### src/rtl/lenc_pkg.sv
package lenc_pkg;
  localparam int MODE_W = 3;
  localparam int CODE_W = 2;

  localparam logic [MODE_W-1:0] MD_NRZL = 3'd0;
  localparam logic [MODE_W-1:0] MD_NRZI = 3'd1;
  localparam logic [MODE_W-1:0] MD_MAN  = 3'd2;
  localparam logic [MODE_W-1:0] MD_DMAN = 3'd3;
  localparam logic [MODE_W-1:0] MD_AMI  = 3'd4;
  localparam logic [MODE_W-1:0] MD_PST  = 3'd5;

  localparam logic [CODE_W-1:0] LC_HI  = 2'b01;
  localparam logic [CODE_W-1:0] LC_MID = 2'b00;
  localparam logic [CODE_W-1:0] LC_LO  = 2'b11;

  function automatic logic is_tern(input logic [MODE_W-1:0] m);
    return (m == MD_AMI) || (m == MD_PST);
  endfunction
endpackage

### src/rtl/lenc_phase.sv
module lenc_phase (
  input  logic clk,
  input  logic rst_n,
  input  logic half_tick,
  input  logic in_valid,
  input  logic in_bit,
  output logic in_ready,
  output logic take,
  output logic idle_slot,
  output logic mid_go,
  output logic bit_q
);
  logic phase_q;   // 0: next tick opens a bit, 1: next tick is mid-bit
  logic loaded_q;  // a bit occupies the current period

  assign in_ready  = half_tick & ~phase_q;
  assign take      = in_ready & in_valid;
  assign idle_slot = in_ready & ~in_valid;
  assign mid_go    = half_tick & phase_q & loaded_q;

  always_ff @(posedge clk or negedge rst_n) begin
    if (!rst_n) begin
      phase_q  <= 1'b0;
      loaded_q <= 1'b0;
      bit_q    <= 1'b0;
    end else begin
      if (half_tick) phase_q <= ~phase_q;
      if (in_ready) loaded_q <= in_valid;
      if (take) bit_q <= in_bit;
    end
  end

  p_phase_alt_r2: assert property (@(posedge clk) disable iff (!rst_n)
    (half_tick && !phase_q) |=> phase_q);
  p_phase_back_r2: assert property (@(posedge clk) disable iff (!rst_n)
    (half_tick && phase_q) |=> !phase_q);
endmodule

### src/rtl/lenc_binary.sv
module lenc_binary
  import lenc_pkg::*;
(
  input  logic              clk,
  input  logic              rst_n,
  input  logic              en,
  input  logic [MODE_W-1:0] mode,
  input  logic              take,
  input  logic              in_bit,
  input  logic              mid_go,
  output logic              lvl_q
);
  logic lvl_d;

  always_comb begin
    lvl_d = lvl_q;
    if (en && take) begin
      unique case (mode)
        MD_NRZI: lvl_d = lvl_q ^ in_bit;
        MD_MAN:  lvl_d = in_bit;
        MD_DMAN: lvl_d = in_bit ? lvl_q : ~lvl_q;
        default: lvl_d = in_bit;
      endcase
    end else if (en && mid_go && (mode == MD_MAN || mode == MD_DMAN)) begin
      lvl_d = ~lvl_q;
    end
  end

  always_ff @(posedge clk or negedge rst_n) begin
    if (!rst_n) lvl_q <= 1'b0;
    else        lvl_q <= lvl_d;
  end

  p_dman_mid_r6: assert property (@(posedge clk) disable iff (!rst_n)
    (en && mid_go && mode == MD_DMAN) |=> (lvl_q != $past(lvl_q)));
  p_nrzi_zero_r4: assert property (@(posedge clk) disable iff (!rst_n)
    (en && take && mode == MD_NRZI && !in_bit) |=> $stable(lvl_q));
endmodule

### src/rtl/lenc_ternary.sv
module lenc_ternary
  import lenc_pkg::*;
(
  input  logic              clk,
  input  logic              rst_n,
  input  logic              en,
  input  logic [MODE_W-1:0] mode,
  input  logic              take,
  input  logic              idle_slot,
  input  logic              in_bit,
  output logic [CODE_W-1:0] code_q
);
  logic pol_q;  // 0: next mark upper, 1: next mark lower
  logic mark;

  assign mark = (mode == MD_PST) ? ~in_bit : in_bit;

  always_ff @(posedge clk or negedge rst_n) begin
    if (!rst_n) begin
      pol_q  <= 1'b0;
      code_q <= LC_MID;
    end else if (en && take) begin
      if (mark) begin
        code_q <= pol_q ? LC_LO : LC_HI;
        pol_q  <= ~pol_q;
      end else begin
        code_q <= LC_MID;
      end
    end else if (idle_slot) begin
      code_q <= LC_MID;
    end
  end

  p_pol_flip_r7: assert property (@(posedge clk) disable iff (!rst_n)
    (en && take && mark) |=> (pol_q != $past(pol_q)));
  p_space_mid_r8: assert property (@(posedge clk) disable iff (!rst_n)
    (en && take && !mark) |=> (code_q == LC_MID));
endmodule

### src/rtl/line_encoder.sv
module line_encoder
  import lenc_pkg::*;
(
  input  logic              clk,
  input  logic              rst_n,
  input  logic              half_tick,
  input  logic [MODE_W-1:0] mode_i,
  input  logic              in_valid,
  output logic              in_ready,
  input  logic              in_bit,
  output logic [CODE_W-1:0] line_o
);
  logic [MODE_W-1:0] mode_q;
  logic              take, idle_slot, mid_go, bit_q;
  logic              lvl_q;
  logic [CODE_W-1:0] tcode_q;
  logic              tern;

  lenc_phase u_phase (
    .clk(clk), .rst_n(rst_n), .half_tick(half_tick), .in_valid(in_valid),
    .in_bit(in_bit), .in_ready(in_ready), .take(take), .idle_slot(idle_slot),
    .mid_go(mid_go), .bit_q(bit_q)
  );

  always_ff @(posedge clk or negedge rst_n) begin
    if (!rst_n)         mode_q <= MD_NRZL;
    else if (idle_slot) mode_q <= mode_i;
  end

  assign tern = is_tern(mode_q);

  lenc_binary u_bin (
    .clk(clk), .rst_n(rst_n), .en(!tern), .mode(mode_q), .take(take),
    .in_bit(in_bit), .mid_go(mid_go), .lvl_q(lvl_q)
  );

  lenc_ternary u_ter (
    .clk(clk), .rst_n(rst_n), .en(tern), .mode(mode_q), .take(take),
    .idle_slot(idle_slot), .in_bit(in_bit), .code_q(tcode_q)
  );

  assign line_o = tern ? tcode_q : (lvl_q ? LC_HI : LC_LO);

  p_mode_hold_r10: assert property (@(posedge clk) disable iff (!rst_n)
    take |=> $stable(mode_q));
  p_line_quiet_r11: assert property (@(posedge clk) disable iff (!rst_n)
    !$past(half_tick) |-> $stable(line_o));
  p_no_code10_r11: assert property (@(posedge clk) disable iff (!rst_n)
    line_o != 2'b10);
  p_binary_levels_r3: assert property (@(posedge clk) disable iff (!rst_n)
    !is_tern(mode_q) |-> (line_o != LC_MID));
  p_man_mid_r5: assert property (@(posedge clk) disable iff (!rst_n)
    (mid_go && mode_q == MD_MAN) |=> (line_o == (bit_q ? LC_LO : LC_HI)));
endmodule

### config.mk
export PLATFORM = sky130hd
export DESIGN_NAME = line_encoder
export DESIGN_NICKNAME = d
export VERILOG_FILES = /design/src/rtl/lenc_pkg.sv /design/src/rtl/lenc_phase.sv /design/src/rtl/lenc_binary.sv /design/src/rtl/lenc_ternary.sv /design/src/rtl/line_encoder.sv
export SDC_FILE = /design/constraint.sdc
export NUM_CORES = 1
export LEC_CHECK = 0
export CAP_MARGIN = 20
export CELL_PAD_IN_SITES_DETAIL_PLACEMENT = 1
export CELL_PAD_IN_SITES_GLOBAL_PLACEMENT = 1
export CORE_MARGIN = 2
export CORE_UTILIZATION = 35
export CTS_BUF_LIST = sky130_fd_sc_hd__clkbuf_2 sky130_fd_sc_hd__clkbuf_4 sky130_fd_sc_hd__clkbuf_8
export CTS_CLUSTER_SIZE = 16
export DETAILED_ROUTE_END_ITERATION = 8
export PLACE_DENSITY = 0.83
export SLEW_MARGIN = 10
export SYNTH_ARGS = -nofsm -noshare
export SYNTH_HDL_FRONTEND = slang
export SYNTH_SLANG_ARGS = --single-unit
### constraint.sdc
create_clock -name clk -period 1.15 [get_ports clk]
set_input_delay 0.23 -clock clk [delete_from_list [all_inputs] [get_ports clk]]
set_output_delay 0.23 -clock clk [all_outputs]
set_load 0.03 [all_outputs]
Word level (Yosys, flattened, before mapping)
Index checks and enable logic that the tools add are counted.
- bitwise operators: 11
- eq/ne operators: 6
- reduce and logical (&&, ||, !) cells: 11
- muxes and demuxes: 11
- operator list (operator ; number):
    $mux W2 ; 6
    $eq A3 B2 Y1 const B ; 2
    $eq A3 B3 Y1 const B ; 2
    $and A1 B1 Y1 ; 5
    $not A1 Y1 ; 5
    $logic_and A1 B1 Y1 ; 4
    $mux W1 ; 4
    $reduce_and A2 Y1 ; 2
    $reduce_bool A2 Y1 ; 2
    $eq A3 B1 Y1 const B ; 1
    $ne A3 B3 Y1 const B ; 1
    $logic_or A1 B1 Y1 ; 2
    $pmux W1 S2 ; 1
    $logic_not A1 Y1 ; 1
    $xor A1 B1 Y1 ; 1
- output and inout port bits: 3
- flip-flop bits (word level): 9
- word-level logic and storage cells: 45
- input port bits: 8

Logic depth before layout (Yosys ltp)
- depth after elaboration: 7
- mapped depth: 4
- depth with buffers taken out: 4

Modules after synthesis
A second synthesis with hierarchy kept.
- cells, all modules: 47
- area, all modules: 559.3 um2
- modules (own cells, without submodules) (module ; times used ; cells an instance ; area each (um2)):
    lenc_ternary ; 1 ; 11 ; 153.9
    line_encoder ; 1 ; 11 ; 145.1
    lenc_phase ; 1 ; 11 ; 138.9
    lenc_binary ; 1 ; 14 ; 121.4

Worst setup path before layout
Ideal clock, no wire load.
- path kind: register -> output
- start point: register mode_q[1]
- end point: output line_o[1]
- data required time: 0.920 ns
- stages on the path, launching flop included: 3
- path slack: -0.189 ns
- data arrival time: 1.109 ns
- path through: dfrtp_1 -> nand2b_4 -> a21oi_1
- longest elaborated chain between the ends: 3
- elaborated cells on any way between the ends: 4
- those cells by class: eq/ne: 2; mux: 1; reduce/logical: 1
- RTL lines (what ; RTL line ; source):
    start: declaration ; line_encoder.sv:13 ; logic [MODE_W-1:0] mode_q;
    start signal: assignment ; line_encoder.sv:27 ; else if (idle_slot) mode_q <= mode_i;
    $eq A3 B3 Y1 ; lenc_pkg.sv:17 ; return (m == MD_AMI) || (m == MD_PST);
    $logic_or A1 B1 Y1 * ; lenc_pkg.sv:17 ;
    $mux W2 * ; line_encoder.sv:42 ; assign line_o = tern ? tcode_q : (lvl_q ? LC_HI : LC_LO);
    end: declaration ; line_encoder.sv:11 ; output logic [CODE_W-1:0] line_o
Mark *: on every way between the ends. The rest lies on a longest branch, timed or not.

Final worst setup path
Ends and elaborated chain as after synthesis.

==> impl_results.md <==
* Status: finished, violations left
* Failing checks: setup timing
* Vias at slightly below 500
* Die Y at around 42 um
* Syn Nets at 53
* PD cells at roughly 2700 nW/um^2
* Clock slew at reported path FFs at 70 ps
* Worst-Skew Late Latency at around 280 ps
* Initial Util at between 30 and 40%
* Hold Crit Class: in2async
* Gp weighted congestion at ~0.8
* Post-DP HPWL at 1040 um
* Slowest cell on the critical path: dfrtp_1
* Pre-CTS WS at -417 ps
* Share of cells above drive strength 1 at 56.0%
* Seq/Total Area, Yosys at roughly 45%
* Combinational share of power at between 60% and 70%
* CTS tree: done
* Syn avg cell area at 11.1 um^2
* Slew HR at roughly 70%
* Setup CP Type: reg2out
* Area grow syn2layout at 73.2%
* Mapped Area at 499 um^2
* Yosys reg bits at 9
* Minimum clock period at about 1400 ps
* CTS buffer count at 3
* Maximum clock insertion buffer count at 2
* CTS Sinks at 9
* Largest net degree at the start of global routing at 10
* First-pass GRT wire length at 2880 um
* VDD IR max at 1.49 mV
* Port buffer count at 10
* Simple-Gate Fraction of Synth Area at 21.8%
* Max Fclk at ~700 MHz
* RSZ-0062 raised after global routing: true
* Worst Path Buf+Inv at 2
* Total of max-cap violations at 0
* EDFF count, synth at 0
* Post-Route WL at between 1500 and 2000 um
* Vias in the first global route at roughly 560
* Net Sw Frac at 41.4%
* Critical path's largest stage delay at about 400 ps
* Die X at 41.8 um
* Initial drt markers at 7
* Critical Path AT at approximately 1200 ps
* Crit Path Max Fanout at 3
* Setup WS post-layout at -289 ps
* Final slew viol count at 0
* Final nets at 84
* Synth warn at 0
* NetSw at roughly 0.97 mW
* Final worst path period share at 125%
* Placed cell count at 81
* Wire length per cell at approximately 20 um
* Gr ovfl total at 0
* GRT Total Usage at between 20% and 30%
* Layout Cells excl Fill at 90
* Synth Area in Compound Gates at 19.5%
* Initial DRT Pass Iterations at 3
* Ys async rst share at between 90% and 100%
* Number of I/O pins at 11
* Die Footprint at 1740 um^2
* Clock root buffer: clkbuf_4
* Placement Cell Area at a little over 700 um^2
* Row count at 13
* Final ANT Viol Nets at 0
* Main combinational cell family by area after synthesis: simple AND/OR/NAND/NOR gates
* CTS H-Tree Depth at 1
* Adder-Cell Fraction of Synth Area at 0%
* Family with the most delay on the worst path: flip-flops
* Core area at around 1300 um^2
* Crit path required time at 920 ps
* Critical path endpoint category: output pin
* Leakage Power at between 0.3 and 0.4 nW
* Critical path cell sequence: nand2b_4, buf_6, a21oi_2, buf_6
* Sequential share of power at 26.5%
* Final Hold Viols at 0
* Routed vias/inst at 5.34
* Main synth FF type: dfrtp_1
* Worst-Margin Slew at 449 ps
* Post-Synth XOR/XNOR Area at between 5 and 6%
* Setup-failing EPs final at 10
* Synth unique cells at 27
* Fin area at between 800 and 900 um^2
* P_int at between 1 and 1.5 mW
* Setup Skew at 5.87 ps
* Post-Synthesis Cells at 45
* Clk pwr share at roughly 11%
* Mux contribution to synthesized area at 6.77%
* Critical path startpoint category: register
* DRC violations left at 0
* Initial antenna violation count at 0
* Antenna diodes at 0
* Worst path most repeated cell: buf_6
==> final cells by class <==
type	instances	area, um^2
repair buffers	26	240
clock inverters	1	5.00
well taps	15	18.8
inverters	2	7.51
flip-flops and latches	9	225
multi-input cells	34	345
clock buffers	3	22.5
fillers	134	453
==> what timing repair did <==
action	CTS	global route
buffers inserted	5	0
pin swaps	5	2
gates cloned	0	0
gates resized for setup	22	7
setup endpoints to repair	10	11
hold buffers	0	0
==> per-layer routing <==
layer,global-route usage (%),up-vias,share of wire (%)
met3,8.26,7,3.6
met1,30.6,236,47
met2,32.2,12,46
met4,18.1,0,3.6
li1,-,226,-
met5,0,-,0
==> worst register-to-register path, delay by kind of cell, from the launching register on <==
family / cells / cell delay [ps]
compound gates: 2 / 330
buf+inv: 2 / 270
flops: 1 / 390
simple gates: 2 / 380
==> registers in the layout, summed over array words and instances (netlist names) <==
register,count
u_phase.loaded_q,1
u_ter.code_q,2
u_ter.pol_q,1
u_bin.lvl_q,1
u_phase.phase_q,1
mode_q,3
==> worst paths after layout <==
path,cells past startpoint,startpoint,endpoint,slack (ps)
worst max-delay path,4,mode_q[1]$_DFFE_PN0P_,line_o[1],-290
worst min-delay path,1,rst_n,mode_q[1]$_DFFE_PN0P_,260
worst max register to register,6,mode_q[1]$_DFFE_PN0P_,u_ter.code_q[1]$_DFFE_PN0P_,-270
worst min register to register,1,u_ter.pol_q$_DFFE_PN0P_,u_ter.pol_q$_DFFE_PN0P_,530
max in group asynchronous,1,rst_n,u_ter.code_q[1]$_DFFE_PN0P_,580
min in group clk,3,half_tick,u_phase.phase_q$_DFFE_PN0P_,470
==> layout by cell type, fill, tap and decap left out, types with 2 or more instances in the layout <==
master           netlist  final
clkbuf_4               0      3
xor2_1                 2      2
clkdlybuf4s50_1        0      5
buf_4                  0     12
a22o_1                 3      3
dfrtp_1                9      9
mux2_4                 0      2
nand2b_4               2      3
buf_6                  0      7
==> cell families (layout without fill, tap and decap cells) <==
logic type                Yosys count  count (layout)
DFF                                 9               9
and+or+nand+nor                    15              15
AOI/OAI and AO/OA                  13              13
xor gates and xnor gates            3               3
buffers and inverters               2              32
muxes                               3               3
==> power groups by stage <==
stage	registers (mW)	clock network, mW	logic (mW)
final	0.621	0.269	1.46
after global routing	0.639	0.290	1.54
after CTS	0.611	0.269	1.34
after detailed placement	0.633	0	1.03
after global placement	0.617	0	0.999
after floorplan	0.627	0	0.605
==> synth_stat cells (all sizes together), types with 2 or more instances <==
master  n  area share [%]
dfrtp   9              45
a22o    3             5.3
mux2    3             6.8
nand2b  3             6.8
a21oi   2             2.0
inv     2             1.5
nand2   2             1.5
nor2    2             2.0
nor2b   2             2.5
o21ai   2             2.0
xor2    2             3.5
==> through the flow <==
| step | total power [mW] | hold WS (ps) | util, % | setup TNS, ps |
|---|---|---|---|---|
| finish | 2.35 | 258 | 65.6 | -1860 |
| global route | 2.47 | 290 | 65.6 | -2370 |
| CTS | 2.22 | 267 | 63.8 | -1600 |
| detailed placement | 1.66 | 487 | 54.2 | -3390 |
| global placement | 1.62 | 468 | 54.2 | -3110 |
| floorplan | 1.23 | -65.6 | - | -17.8 |
Note: power is estimated with default switching activity, not from simulation.
